<file path="config.mk">
export PLATFORM = sky130hd
export DESIGN_NAME = wprot_ctrl
export DESIGN_NICKNAME = d
export VERILOG_FILES = /design/src/rtl/wprot_pkg.sv /design/src/rtl/key_tracker.sv /design/src/rtl/guard_bank.sv /design/src/rtl/rd_mux.sv /design/src/rtl/wprot_ctrl.sv
export SDC_FILE = /design/constraint.sdc
export NUM_CORES = 1
export LEC_CHECK = 0
export BUFFER_PORTS_ARGS = -buffer_cell sky130_fd_sc_hd__buf_2
export CORE_MARGIN = 3
export CORE_UTILIZATION = 60
export DETAILED_ROUTE_END_ITERATION = 8
export PLACE_DENSITY_LB_ADDON = 0.08
export SYNTH_ARGS = -nofsm -noshare
export SYNTH_HDL_FRONTEND = slang
export SYNTH_SLANG_ARGS = --single-unit
</file>
<file path="constraint.sdc">
create_clock -name clk -period 2.4 [get_ports clk]
set_input_delay 0.48 -clock clk [delete_from_list [all_inputs] [get_ports clk]]
set_output_delay 0.48 -clock clk [all_outputs]
set_load 0.01 [all_outputs]
</file>
<file path="src/rtl/wprot_pkg.sv">
// Package: shared constants and types for the write-protection controller.
// Assumes word addressing with the lock register at address 0.
package wprot_pkg;
    localparam int unsigned LOCK_ADDR = 0;
    localparam int unsigned CTRL_BASE = 1;
    localparam logic [7:0]  KEY_A     = 8'h59;
    localparam logic [7:0]  KEY_B     = 8'h16;
    localparam logic [7:0]  KEY_C     = 8'h88;

    typedef enum logic [1:0] {
        ST_IDLE = 2'd0,
        ST_GOT1 = 2'd1,
        ST_GOT2 = 2'd2,
        ST_OPEN = 2'd3
    } key_state_t;
endpackage

</file>
<file path="src/rtl/key_tracker.sv">
// Module: key_tracker
// Follows writes to the lock register and raises unlocked after the three
// key values arrive in order. A zero write closes the protection.
// Assumes write data is compared as a full word (upper bits must be zero).
module key_tracker
    import wprot_pkg::*;
#(
    parameter int unsigned DATA_W = 32
) (
    input  logic              clk,
    input  logic              rst_n,
    input  logic              lock_wr,
    input  logic [DATA_W-1:0] lock_wdata,
    output logic              unlocked
);
    logic       is_a, is_b, is_c, is_zero;
    key_state_t state_q, state_d;

    // Decode the written word against each key value and zero.
    always_comb begin
        is_a    = (lock_wdata == DATA_W'(KEY_A));
        is_b    = (lock_wdata == DATA_W'(KEY_B));
        is_c    = (lock_wdata == DATA_W'(KEY_C));
        is_zero = (lock_wdata == '0);
    end

    // Next-state logic of the key sequence.
    always_comb begin
        state_d = state_q;
        if (lock_wr) begin
            if (is_zero) begin
                state_d = ST_IDLE;
            end else begin
                unique case (state_q)
                    ST_OPEN: state_d = ST_OPEN;
                    ST_GOT1: state_d = is_b ? ST_GOT2 : (is_a ? ST_GOT1 : ST_IDLE);
                    ST_GOT2: state_d = is_c ? ST_OPEN : (is_a ? ST_GOT1 : ST_IDLE);
                    default: state_d = is_a ? ST_GOT1 : ST_IDLE;
                endcase
            end
        end
    end

    // State register, closed after reset.
    always_ff @(posedge clk) begin
        if (!rst_n) state_q <= ST_IDLE;
        else        state_q <= state_d;
    end

    assign unlocked = (state_q == ST_OPEN);
endmodule

</file>
<file path="src/rtl/guard_bank.sv">
// Module: guard_bank
// Holds NUM_CTRL protected control words and one unprotected scratch word.
// Protected words change only while open; scratch always changes.
// Assumes addresses CTRL_BASE..CTRL_BASE+NUM_CTRL-1 protected, next is scratch.
module guard_bank
    import wprot_pkg::*;
#(
    parameter int unsigned          ADDR_W        = 4,
    parameter int unsigned          DATA_W        = 32,
    parameter int unsigned          NUM_CTRL      = 3,
    parameter logic [DATA_W-1:0]    CTRL_RST_BASE = 32'hC0DE_0000
) (
    input  logic                       clk,
    input  logic                       rst_n,
    input  logic                       wr,
    input  logic [ADDR_W-1:0]          addr,
    input  logic [DATA_W-1:0]          wdata,
    input  logic                       open,
    output logic [NUM_CTRL*DATA_W-1:0] ctrl_flat,
    output logic [DATA_W-1:0]          scratch
);
    localparam int unsigned SCR_ADDR = CTRL_BASE + NUM_CTRL;

    for (genvar i = 0; i < NUM_CTRL; i++) begin : g_ctrl
        logic [DATA_W-1:0] word_q;
        logic              hit;
        assign hit = wr && (addr == ADDR_W'(CTRL_BASE + i));

        // Protected word: written only while the protection is open.
        always_ff @(posedge clk) begin
            if (!rst_n)          word_q <= CTRL_RST_BASE + DATA_W'(i);
            else if (hit && open) word_q <= wdata;
        end
        assign ctrl_flat[i*DATA_W +: DATA_W] = word_q;
    end

    // Scratch word: written regardless of the lock state.
    always_ff @(posedge clk) begin
        if (!rst_n)                                     scratch <= '0;
        else if (wr && (addr == ADDR_W'(SCR_ADDR)))     scratch <= wdata;
    end
endmodule

</file>
<file path="src/rtl/rd_mux.sv">
// Module: rd_mux
// Selects the addressed register and registers it onto the read bus.
// Assumes unmapped addresses and idle cycles return zero.
module rd_mux
    import wprot_pkg::*;
#(
    parameter int unsigned ADDR_W   = 4,
    parameter int unsigned DATA_W   = 32,
    parameter int unsigned NUM_CTRL = 3
) (
    input  logic                       clk,
    input  logic                       rst_n,
    input  logic                       rd,
    input  logic [ADDR_W-1:0]          addr,
    input  logic                       open,
    input  logic [NUM_CTRL*DATA_W-1:0] ctrl_flat,
    input  logic [DATA_W-1:0]          scratch,
    output logic [DATA_W-1:0]          rdata
);
    localparam int unsigned SCR_ADDR = CTRL_BASE + NUM_CTRL;
    logic [DATA_W-1:0] sel;

    // Address decode of the readable registers.
    always_comb begin
        sel = '0;
        if (addr == ADDR_W'(LOCK_ADDR)) sel = DATA_W'(open);
        if (addr == ADDR_W'(SCR_ADDR))  sel = scratch;
        for (int i = 0; i < NUM_CTRL; i++) begin
            if (addr == ADDR_W'(CTRL_BASE + i)) sel = ctrl_flat[i*DATA_W +: DATA_W];
        end
    end

    // Registered read data, zero when no read was requested.
    always_ff @(posedge clk) begin
        if (!rst_n) rdata <= '0;
        else        rdata <= rd ? sel : '0;
    end
endmodule

</file>
<file path="src/rtl/wprot_ctrl.sv">
// Module: wprot_ctrl (top)
// Write-protection controller: a key tracker at address 0 gates writes to a
// bank of protected registers; a scratch register is never gated.
// Assumes a single-cycle synchronous register bus.
module wprot_ctrl
    import wprot_pkg::*;
#(
    parameter int unsigned       ADDR_W        = 4,
    parameter int unsigned       DATA_W        = 32,
    parameter int unsigned       NUM_CTRL      = 3,
    parameter logic [DATA_W-1:0] CTRL_RST_BASE = 32'hC0DE_0000
) (
    input  logic              clk,
    input  logic              rst_n,
    input  logic [ADDR_W-1:0] bus_addr,
    input  logic              bus_wr,
    input  logic [DATA_W-1:0] bus_wdata,
    input  logic              bus_rd,
    output logic [DATA_W-1:0] bus_rdata
);
    logic                       unlocked;
    logic                       lock_wr;
    logic [NUM_CTRL*DATA_W-1:0] ctrl_flat;
    logic [DATA_W-1:0]          scratch;

    assign lock_wr = bus_wr && (bus_addr == ADDR_W'(LOCK_ADDR));

    key_tracker #(.DATA_W(DATA_W)) i_key (
        .clk(clk), .rst_n(rst_n), .lock_wr(lock_wr),
        .lock_wdata(bus_wdata), .unlocked(unlocked)
    );

    guard_bank #(
        .ADDR_W(ADDR_W), .DATA_W(DATA_W), .NUM_CTRL(NUM_CTRL),
        .CTRL_RST_BASE(CTRL_RST_BASE)
    ) i_bank (
        .clk(clk), .rst_n(rst_n), .wr(bus_wr), .addr(bus_addr),
        .wdata(bus_wdata), .open(unlocked), .ctrl_flat(ctrl_flat),
        .scratch(scratch)
    );

    rd_mux #(.ADDR_W(ADDR_W), .DATA_W(DATA_W), .NUM_CTRL(NUM_CTRL)) i_rd (
        .clk(clk), .rst_n(rst_n), .rd(bus_rd), .addr(bus_addr),
        .open(unlocked), .ctrl_flat(ctrl_flat), .scratch(scratch),
        .rdata(bus_rdata)
    );
endmodule

</file>
# Yosys cells after proc, flatten, opt, wreduce, memory -nomap -nowiden
# Cells that the tools add are included.
dict set report word_totals {
  reg_bits 162
  inputBits 40
  output_inout_bits 32
  wordCells 37
}
dict set report classes {
  n_eq_ne 10
  muxes 10
  reduce_logical 11
}
# operator count
set op_table {}
lappend op_table {{2-to-1 mux 32 bit} 4}
lappend op_table {{equality test 32 x 5 -> 1 bit (second input constant)} 1}
lappend op_table {{equality test 32 x 7 -> 1 bit (second input constant)} 1}
lappend op_table {{equality test 32 x 8 -> 1 bit (second input constant)} 1}
lappend op_table {{zero test 32 bit} 1}
lappend op_table {{equality test 4 x 2 -> 1 bit (second input constant)} 2}
lappend op_table {{logical AND 1 bit} 8}
lappend op_table {{2-to-1 mux 2 bit} 3}
lappend op_table {{case mux 2 bit (3 select lines)} 1}
lappend op_table {{equality test 2 bit (second input constant)} 2}
lappend op_table {{equality test 4 x 1 -> 1 bit (second input constant)} 1}
lappend op_table {{equality test 4 x 3 -> 1 bit (second input constant)} 1}
lappend op_table {{zero test 4 bit} 1}
lappend op_table {{equality test 2 x 1 -> 1 bit (second input constant)} 1}
lappend op_table {{2-to-1 mux 1 bit} 2}
lappend op_table {{AND reduction 2 bit} 1}

# Depth between registers and ports, before layout
# Gate-level depths: netlist of run 1.
dict set report depth {
  depth_word 6
  mapped_depth 8
  depth_no_buf 5
}

# Cells and area by module
# Synthesis of run 1 repeated with hierarchy kept, for this count alone.
dict set report unflattened {
  cells_unflattened 760
  area_unflattened_um2 7084.3
}
# mod n_inst cells_each area_each_um2 seq_area_each_um2
set modules_own_cells {}
lappend modules_own_cells {guard_bank 1 478 4817.1 2562.5}
lappend modules_own_cells {rd_mux 1 246 2029.4 640.6}
lappend modules_own_cells {key_tracker 1 34 219.0 40.0}
lappend modules_own_cells {wprot_ctrl 1 2 18.8 0.0}

# Least setup slack after synthesis of run 1
# OpenSTA, ideal clock, no wires.
dict set report synth_timing {
  kind {in2reg}
  from {input port bus_addr[0]}
  to {register i_rd.rdata[10]}
  t_arrival_ns 1.642
  required_ns 2.272
  path_slack_ns 0.630
  stages 5
  path_buffers 2
  cell_sequence {buf_6 clkbuf_1 mux2_2 a222oi_1 nor2_1}
}
dict set report synth_between {
  elab_chain_cells 5
  elab_cells_between_ends 8
}
# element line
set synth_rtl {}
lappend synth_rtl {{start, declared} wprot_ctrl.sv:15} ;# input logic [ADDR_W-1:0] bus_addr,
lappend synth_rtl {{equality test 4 x 3 -> 1 bit} rd_mux.sv:27} ;# if (addr == ADDR_W'(SCR_ADDR)) sel = scratch;
lappend synth_rtl {{2-to-1 mux 32 bit} rd_mux.sv:27}
lappend synth_rtl {{2-to-1 mux 32 bit (2 in a row)} rd_mux.sv:29} ;# if (addr == ADDR_W'(CTRL_BASE + i)) sel = ctrl_flat[i*DATA_W +: DATA_W];
lappend synth_rtl {{2-to-1 mux 32 bit *} rd_mux.sv:29}
lappend synth_rtl {{end signal, assigned} rd_mux.sv:36} ;# else rdata <= rd ? sel : '0;
lappend synth_rtl {{end, declared} rd_mux.sv:18} ;# output logic [DATA_W-1:0] rdata
# Every way passes the cells marked *; elsewhere a longest branch is shown, timed or not.
# A chain may end at the register's enable or synchronous reset.

# Final worst setup path of run 1
dict set report layout_timing {
  from {input port bus_wdata[31]}
  to {register i_key.state_q[0]}
}
dict set report layout_between {
  elab_chain_cells 5
  elab_cells_between_ends 9
}
# element line
set layout_rtl {}
lappend layout_rtl {{start, declared} wprot_ctrl.sv:17} ;# input logic [DATA_W-1:0] bus_wdata,
lappend layout_rtl {{equality test 32 x 7 -> 1 bit} key_tracker.sv:21} ;# is_a = (lock_wdata == DATA_W'(KEY_A));
lappend layout_rtl {{2-to-1 mux 1 bit} {key_tracker.sv:36, key_tracker.sv:37, key_tracker.sv:38}}
lappend layout_rtl {{2-to-1 mux 2 bit (on tied branches)} {key_tracker.sv:37, key_tracker.sv:36}}
lappend layout_rtl {{case mux 2 bit (3 select lines)} key_tracker.sv:34} ;# unique case (state_q)
lappend layout_rtl {{2-to-1 mux 2 bit *} key_tracker.sv:31} ;# if (is_zero) begin
lappend layout_rtl {{end signal, assigned} key_tracker.sv:47} ;# else state_q <= state_d;
lappend layout_rtl {{end, declared} key_tracker.sv:17} ;# key_state_t state_q, state_d;
# Marks and branches as above.

==> results.tsv, run 1 <==
stage	metric	value	unit
status	status	completed	
logic_synthesis	synth_ff_type	dfxtp_1	
clock_tree	cts.clk_slew.worst_paths	0.06	ns
logic_synthesis	yosysSeqAreaShare	0.510	
clock_tree	ctsResizeCount	0	
die	core_area	10000	um^2
sta	min_period	1.88	ns
global_route	gr-total-overflow	0	
finish	syn2layout_area_growth	15.9	%
die	ioPinCount	72	
logic_synthesis	synth_top_area_share	0.510	
clock_tree	clk_latency	0.54	ns
routing	wl_per_cell	17.5	um
global_route	grt_max_degree	44	
logic_synthesis	synthCells	754	
sta	fin_crit_sh	0.783	
clock_tree	cts_root_buf	clkbuf_8	
sta	setup_violations	0	
critical_path	arrival	2.30	ns
finish	diodes	0	
finish	layout.nets	857	
flow_run	cap_violations	0	
logic_synthesis	mappedNetlistArea	6350	um^2
sta	worst_slew_pin_slew	0.697	ns
logic_synthesis	yosysWarnings	0	
routing	drc_errors	0	
sta	tns	0	ns
sta	maxSlewViolCount	0	
sta	finalHoldViolCount	0	
logic_synthesis	synth_cell_types	35	
critical_path	crit_type	in2reg	
logic_synthesis	synthArstFlopShare	0	
die	start_util	0.633	
placement	dp_cells	931	
clock_tree	clkSinkCount	162	
finish	layout-drive-gt1-share	0.212	
sta	finClkSkew	0.00651	ns
clock_tree	htree_levels	4	
die	dieArea	11900	um^2
critical_path	cp.required	2.83	ns
global_route	grt_pass1_vias	5362	
die	die_w	109	um
clock_tree	postCtsHoldBufs	0	
routing	vias	5705	
logic_synthesis	yosysMostFrequentCell	nand2_1	
clock_tree	tritoncts	done	
critical_path	cp_max_fo	5	
global_route	grt_pass1_wl	26.7	mm
logic_synthesis	synth_area_leaders	dfxtp_1, nand2_1, a21oi_1	
logic_synthesis	yosys.area.top_type	dfxtp_1	
clock_tree	postCtsSetupBuffers	0	
die	die_h	109	um
placement	gp_routability_congestion	0.825	
clock_tree	clock_path_buffers	2	
placement	preCtsSetupSlack	-0.00572	ns
logic_synthesis	avgSynthCellArea	8.43	um^2
critical_path	worstRegToRegCells	6	
min_path	hp-class	in2reg	
power_and_ir_drop	leakagePower	2.77	nW
critical_path	crit_path_start_kind	primary input	
global_route	antenna_found_initial	1	
logic_synthesis	synth.net_count	794	
routing	ant_nets	0	
finish	multi_input_area	2770	um^2
sta	slew_headroom	0.531	
routing	vias_per_cell	5.92	
sta	grt_setup_unrepaired	no	
finish	ff_latch_area	3240	um^2
placement	port_buffers	71	
clock_tree	cts_buffers	17	
finish	fillCellCount	780	
routing	drtPass1Iterations	5	
routing	drt-total-wl	16.8	mm
die	num_rows	36	
routing	drtIter0Drc	587	
placement	dp_hpwl	10.5	mm
min_path	whs_path_depth	3	
sta	fin_ws	0.522	ns
logic_synthesis	synth_edf_count	0	
power_and_ir_drop	max-vdd-ir-drop	0.600	mV
global_route	track_usage	0.294	
logic_synthesis	synth-seq-cells	162	
critical_path	cp-end-kind	flop	
sta	fmaxAchievable	532	MHz
logic_synthesis	synth_common_cells	nand2_1, dfxtp_1, a21oi_1	
power_and_ir_drop	cellPowerDensity	735	nW/um^2
finish	instances_no_fill	963	
sequential cells by signal, indices dropped and copies added, names as in the netlist:
signal,cells
i_bank.g_ctrl.word_q,96
i_bank.scratch,32
i_key.state_q,2
i_rd.rdata,32
layer usage:
layer | wire length (um) | vias to the layer above | GRT usage
met5 | 13 | - | 0
met4 | 315 | 2 | 0.100
met2 | 8300 | 236 | 0.509
met3 | 1310 | 35 | 0.0657
met1 | 6890 | 2729 | 0.360
li1 | - | 2703 | -
per-stage QoR:
stage           util  power, mW  instance area, um^2  hold WS (ns)
6_report       0.733       5.41                 7360         0.219
5_1_grt        0.733       5.56                 7360         0.209
4_1_cts        0.733       5.43                 7360         0.199
3_5_place_dp   0.679       3.00                 6820         0.445
3_3_place_gp   0.679       2.99                 6820         0.438
2_1_floorplan      -       2.88                 6350         0.431
final timing paths:
path / slack (ns) / from / end
worst max register to register: 0.83 / i_key.state_q[1] / i_bank.g_ctrl[2].word_q[16]
worst min register to register: 0.45 / i_bank.g_ctrl[1].word_q[26] / i_bank.g_ctrl[1].word_q[26]
worst min-delay path: 0.22 / bus_wdata[10] / i_bank.g_ctrl[2].word_q[10]
worst max-delay path: 0.52 / bus_wdata[31] / i_key.state_q[0]
placed cells by master (no fill, tap or decap), types with 3 or more instances in the layout:
master,count
clkbuf_16,16
nand3_1,29
dfxtp_1,162
nand4_1,4
nor3_1,7
nor2_1,35
a222oi_1,32
a21oi_2,7
nand2_1,264
nor4_1,7
clkbuf_8,8
buf_4,27
mux2_2,32
buf_12,3
clkbuf_1,5
a21oi_1,95
buf_2,71
critical path, stage by stage:
cell,delay [ns]
buf_2,0.13
nor4_1,0.64
nand4_1,0.36
nor3_1,0.38
mux2i_1,0.25
nor2_1,0.06
kinds of logic after synthesis:
group           share of synthesized area
simple gates                        0.238
flops                               0.510
compound gates                      0.139
buf+inv                            0.0540
mux                                0.0583
power breakdown:
part           internal (mW)  leakage, nW  total (mW)  switching (mW)
clock                   1.46        0.269        2.47            1.01
sequential              2.70         1.31        2.70         0.00476
combinational         0.0731         1.19       0.236           0.163
final cells by class:
cell class	count	area share
tap	133	0.0226
timing repair buffer	101	0.0840
clock inverter	3	0.00238
multi-input combinational	531	0.377
clock buffer	29	0.0719
inverter	4	0.00204
sequential	162	0.441
Power figures use the tool's default switching activity.
==> run 2: changes to the inputs <==
--- a/config.mk
+++ b/config.mk
@@ -5,9 +5,10 @@
 export SDC_FILE = /design/constraint.sdc
 export NUM_CORES = 1
 export LEC_CHECK = 0
+export ABC_AREA = 1
 export BUFFER_PORTS_ARGS = -buffer_cell sky130_fd_sc_hd__buf_2
 export CORE_MARGIN = 3
-export CORE_UTILIZATION = 60
+export CORE_UTILIZATION = 52
 export DETAILED_ROUTE_END_ITERATION = 8
 export PLACE_DENSITY_LB_ADDON = 0.08
 export SYNTH_ARGS = -nofsm -noshare
==> constraint.sdc (replaced) <==
create_clock -name clk -period 1.7 [get_ports clk]
set_input_delay 0.34 -clock clk [delete_from_list [all_inputs] [get_ports clk]]
set_output_delay 0.34 -clock clk [all_outputs]
set_load 0.01 [all_outputs]
==> run 2 against run 1 <==
Effect of this change:
- via count down 0.49%
- hold slack worse by 0.015 ns
- register-to-register slack worse by 0.66 ns
- final area up 0.54%
- synthesized area down 2.2%
- clock skew down 0.0010 ns
==> results.tsv, run 2 <==
stage	metric	value	unit
logic_synthesis	synth_fa_ha_area_frac	0	
die	num_rows	39	
global_route	gr-usage-met2	0.421	
logic_synthesis	synth_edf_count	0	
die	core_area	11600	um^2
clock_tree	clkSinkCount	162	
min_path	hp-class	in2reg	
routing	wl_per_cell	16.2	um
sta	setup_violations	0	
die	die_w	115	um
critical_path	cp-end-kind	flop	
finish	utilization	0.640	
critical_path	rrSetupSlack	0.17	ns
critical_path	crit_type	reg2reg	
global_route	track_usage	0.262	
finish	layout-drive-gt1-share	0.166	
logic_synthesis	synthXorXnorAreaFrac	0	
die	start_util	0.537	
die	ioPinCount	72	
global_route	gr-total-overflow	0	
logic_synthesis	synth_top_area_share	0.522	
critical_path	worstPathCellList	nand2_1 -> nor2_1 -> inv_1 -> nor2_2 -> inv_2 -> nand2_1 -> o211ai_1	
sta	fin_crit_sh	0.901	
power_and_ir_drop	leakagePower	3.03	nW
power_and_ir_drop	power.switching	1.73	mW
placement	dp_cells	981	
critical_path	cpMostUsedCell	nand2_1	
power_and_ir_drop	max-vdd-ir-drop	0.754	mV
routing	ant_nets	0	
sta	min_period	1.53	ns
sta	grt_setup_unrepaired	no	
global_route	grt_use_met1	0.342	
critical_path	cp.required	2.00	ns
clock_tree	clk_latency	0.43	ns
logic_synthesis	synth.net_count	833	
critical_path	arrival	1.83	ns
routing	drt-total-wl	16.4	mm
global_route	antenna_found_initial	0	
logic_synthesis	avgSynthCellArea	7.84	um^2
logic_synthesis	yosys.area_share.simple	0.189	
finish	final_common_cell	nand2_1	
critical_path	cpMaxStageDelayCell	dfxtp_1	
clock_tree	cts_root_buf	clkbuf_16	
logic_synthesis	synthCells	793	
finish	diodes	0	
global_route	grt_pass1_wl	27.2	mm
die	dieArea	13300	um^2
clock_tree	htree_levels	4	
sta	maxSlewViolCount	0	
critical_path	cpPeakStageDelay	0.37	ns
die	die_h	115	um
clock_tree	cts_buffers	17	
logic_synthesis	yosysWarnings	0	
global_route	grt_busiest_layer	met2	
logic_synthesis	yosysSeqAreaShare	0.522	
power_and_ir_drop	p_int	6.28	mW
finish	final_cell_mix	nand2_1, dfxtp_1, a21oi_1	
clock_tree	postCtsSetupBuffers	0	
power_and_ir_drop	cellPowerDensity	1080	nW/um^2
power_and_ir_drop	power_frac_seq	0.477	
logic_synthesis	synthArstFlopShare	0	
logic_synthesis	yosysMostFrequentCell	nand2_1	
finish	instances_no_fill	1013	
routing	vias_per_cell	5.60	
sta	worst_slew_pin_slew	0.389	ns
logic_synthesis	synth_common_cells	nand2_1, dfxtp_1, a21oi_1	
finish	largest-register	i_bank.g_ctrl.word_q	
power_and_ir_drop	sw_frac_of_total	0.216	
logic_synthesis	mappedNetlistArea	6210	um^2
logic_synthesis	synth_compound_area_frac	0.220	
clock_tree	cts.clk_slew.worst_paths	0.06	ns
clock_tree	postCtsHoldBufs	0	
routing	vias	5677	
finish	layout.nets	897	
flow_run	cap_violations	0	
power_and_ir_drop	p_clk_frac	0.479	
clock_tree	ctsResizeCount	0	
sta	finClkSkew	0.00550	ns
global_route	met3_usage	0.0621	
placement	gp_routability_congestion	0.819	
finish	syn2layout_area_growth	19.1	%
sta	fin_hold_ws	0.204	ns
clock_tree	clock_path_buffers	2	
routing	drtIter0Drc	471	
power_and_ir_drop	power.share.combinational	0.044	
logic_synthesis	synth_top_family_by_area	compound AO/OA/AOI/OAI gates	
sta	slew_headroom	0.740	
logic_synthesis	synth_cell_types	23	
sta	fmaxAchievable	653	MHz
logic_synthesis	synth_mux_area_frac	0	
global_route	grt_max_degree	34	
global_route	grt_pass1_vias	5481	
clock_tree	tritoncts	done	
sta	finalHoldViolCount	0	
logic_synthesis	synth_ff_type	dfxtp_1	
critical_path	cp_max_fo	18	
status	status	completed	
sta	tns	0	ns
finish	top_regs	i_bank.g_ctrl.word_q x96, i_bank.scratch x32, i_rd.rdata x32	
placement	dp_hpwl	10.5	mm
logic_synthesis	synth-seq-cells	162	
logic_synthesis	synth_area_leaders	dfxtp_1, nand2_1, a21oi_1	
routing	drtPass1Iterations	4	
placement	port_buffers	71	
finish	largest_reg_flops	96	
routing	drc_errors	0	
critical_path	crit_path_start_kind	flop	
logic_synthesis	yosys.area.top_type	dfxtp_1	
[run 2: critical path: cells and delay by family, from the launching register on]
family | cells | cell delay, ns
simple gates | 4 | 0.64
flops | 1 | 0.37
buf+inv | 2 | 0.30
compound gates | 1 | 0.09
[run 2: area by class of cell]
class / instances / area (um^2)
clock buffers: 20 / 457
clock inverters: 12 / 138
fillers: 1032 / 4160
inverters: 50 / 188
multi-input cells: 525 / 2540
flip-flops and latches: 162 / 3240
well taps: 143 / 179
repair buffers: 101 / 656
[run 2: final timing paths]
kind,startpoint,to,cells past startpoint
min reg2reg,i_bank.scratch[0],i_bank.scratch[0],2
max,i_key.state_q[1],i_bank.g_ctrl[1].word_q[19],7
max reg2reg,i_key.state_q[1],i_bank.g_ctrl[1].word_q[19],7
min,bus_wdata[15],i_bank.scratch[15],3
[run 2: through the flow]
step	total power, mW	worst slack (ns)	area (um^2)
finish	8.01	0.168	7400
global route	8.27	0.0363	7400
CTS	8.06	0.192	7400
detailed placement	4.25	-0.0241	6810
global placement	4.24	0.0334	6810
floorplan	4.08	0.178	6210
[run 2: power groups by stage]
stage	Clock [mW]	Sequential, mW	Combinational (mW)
after floorplan	0	3.90	0.173
after global placement	0	3.90	0.342
after detailed placement	0	3.90	0.346
after CTS	3.90	3.82	0.347
after global routing	4.07	3.82	0.384
final	3.84	3.82	0.352
[run 2: kinds of logic after synthesis]
logic type | count (synthesis)
buf+inv | 106
compound gates | 236
simple gates | 289
flops | 162
[run 2: layer usage]
| metal | up-vias | wire length, um | part of all wire |
|---|---|---|---|
| met1 | 2641 | 7390 | 0.45 |
| met2 | 204 | 7700 | 0.47 |
| met4 | 0 | 303 | 0.018 |
| met3 | 31 | 1030 | 0.063 |
| met5 | - | 0 | 0 |
| li1 | 2801 | - | - |
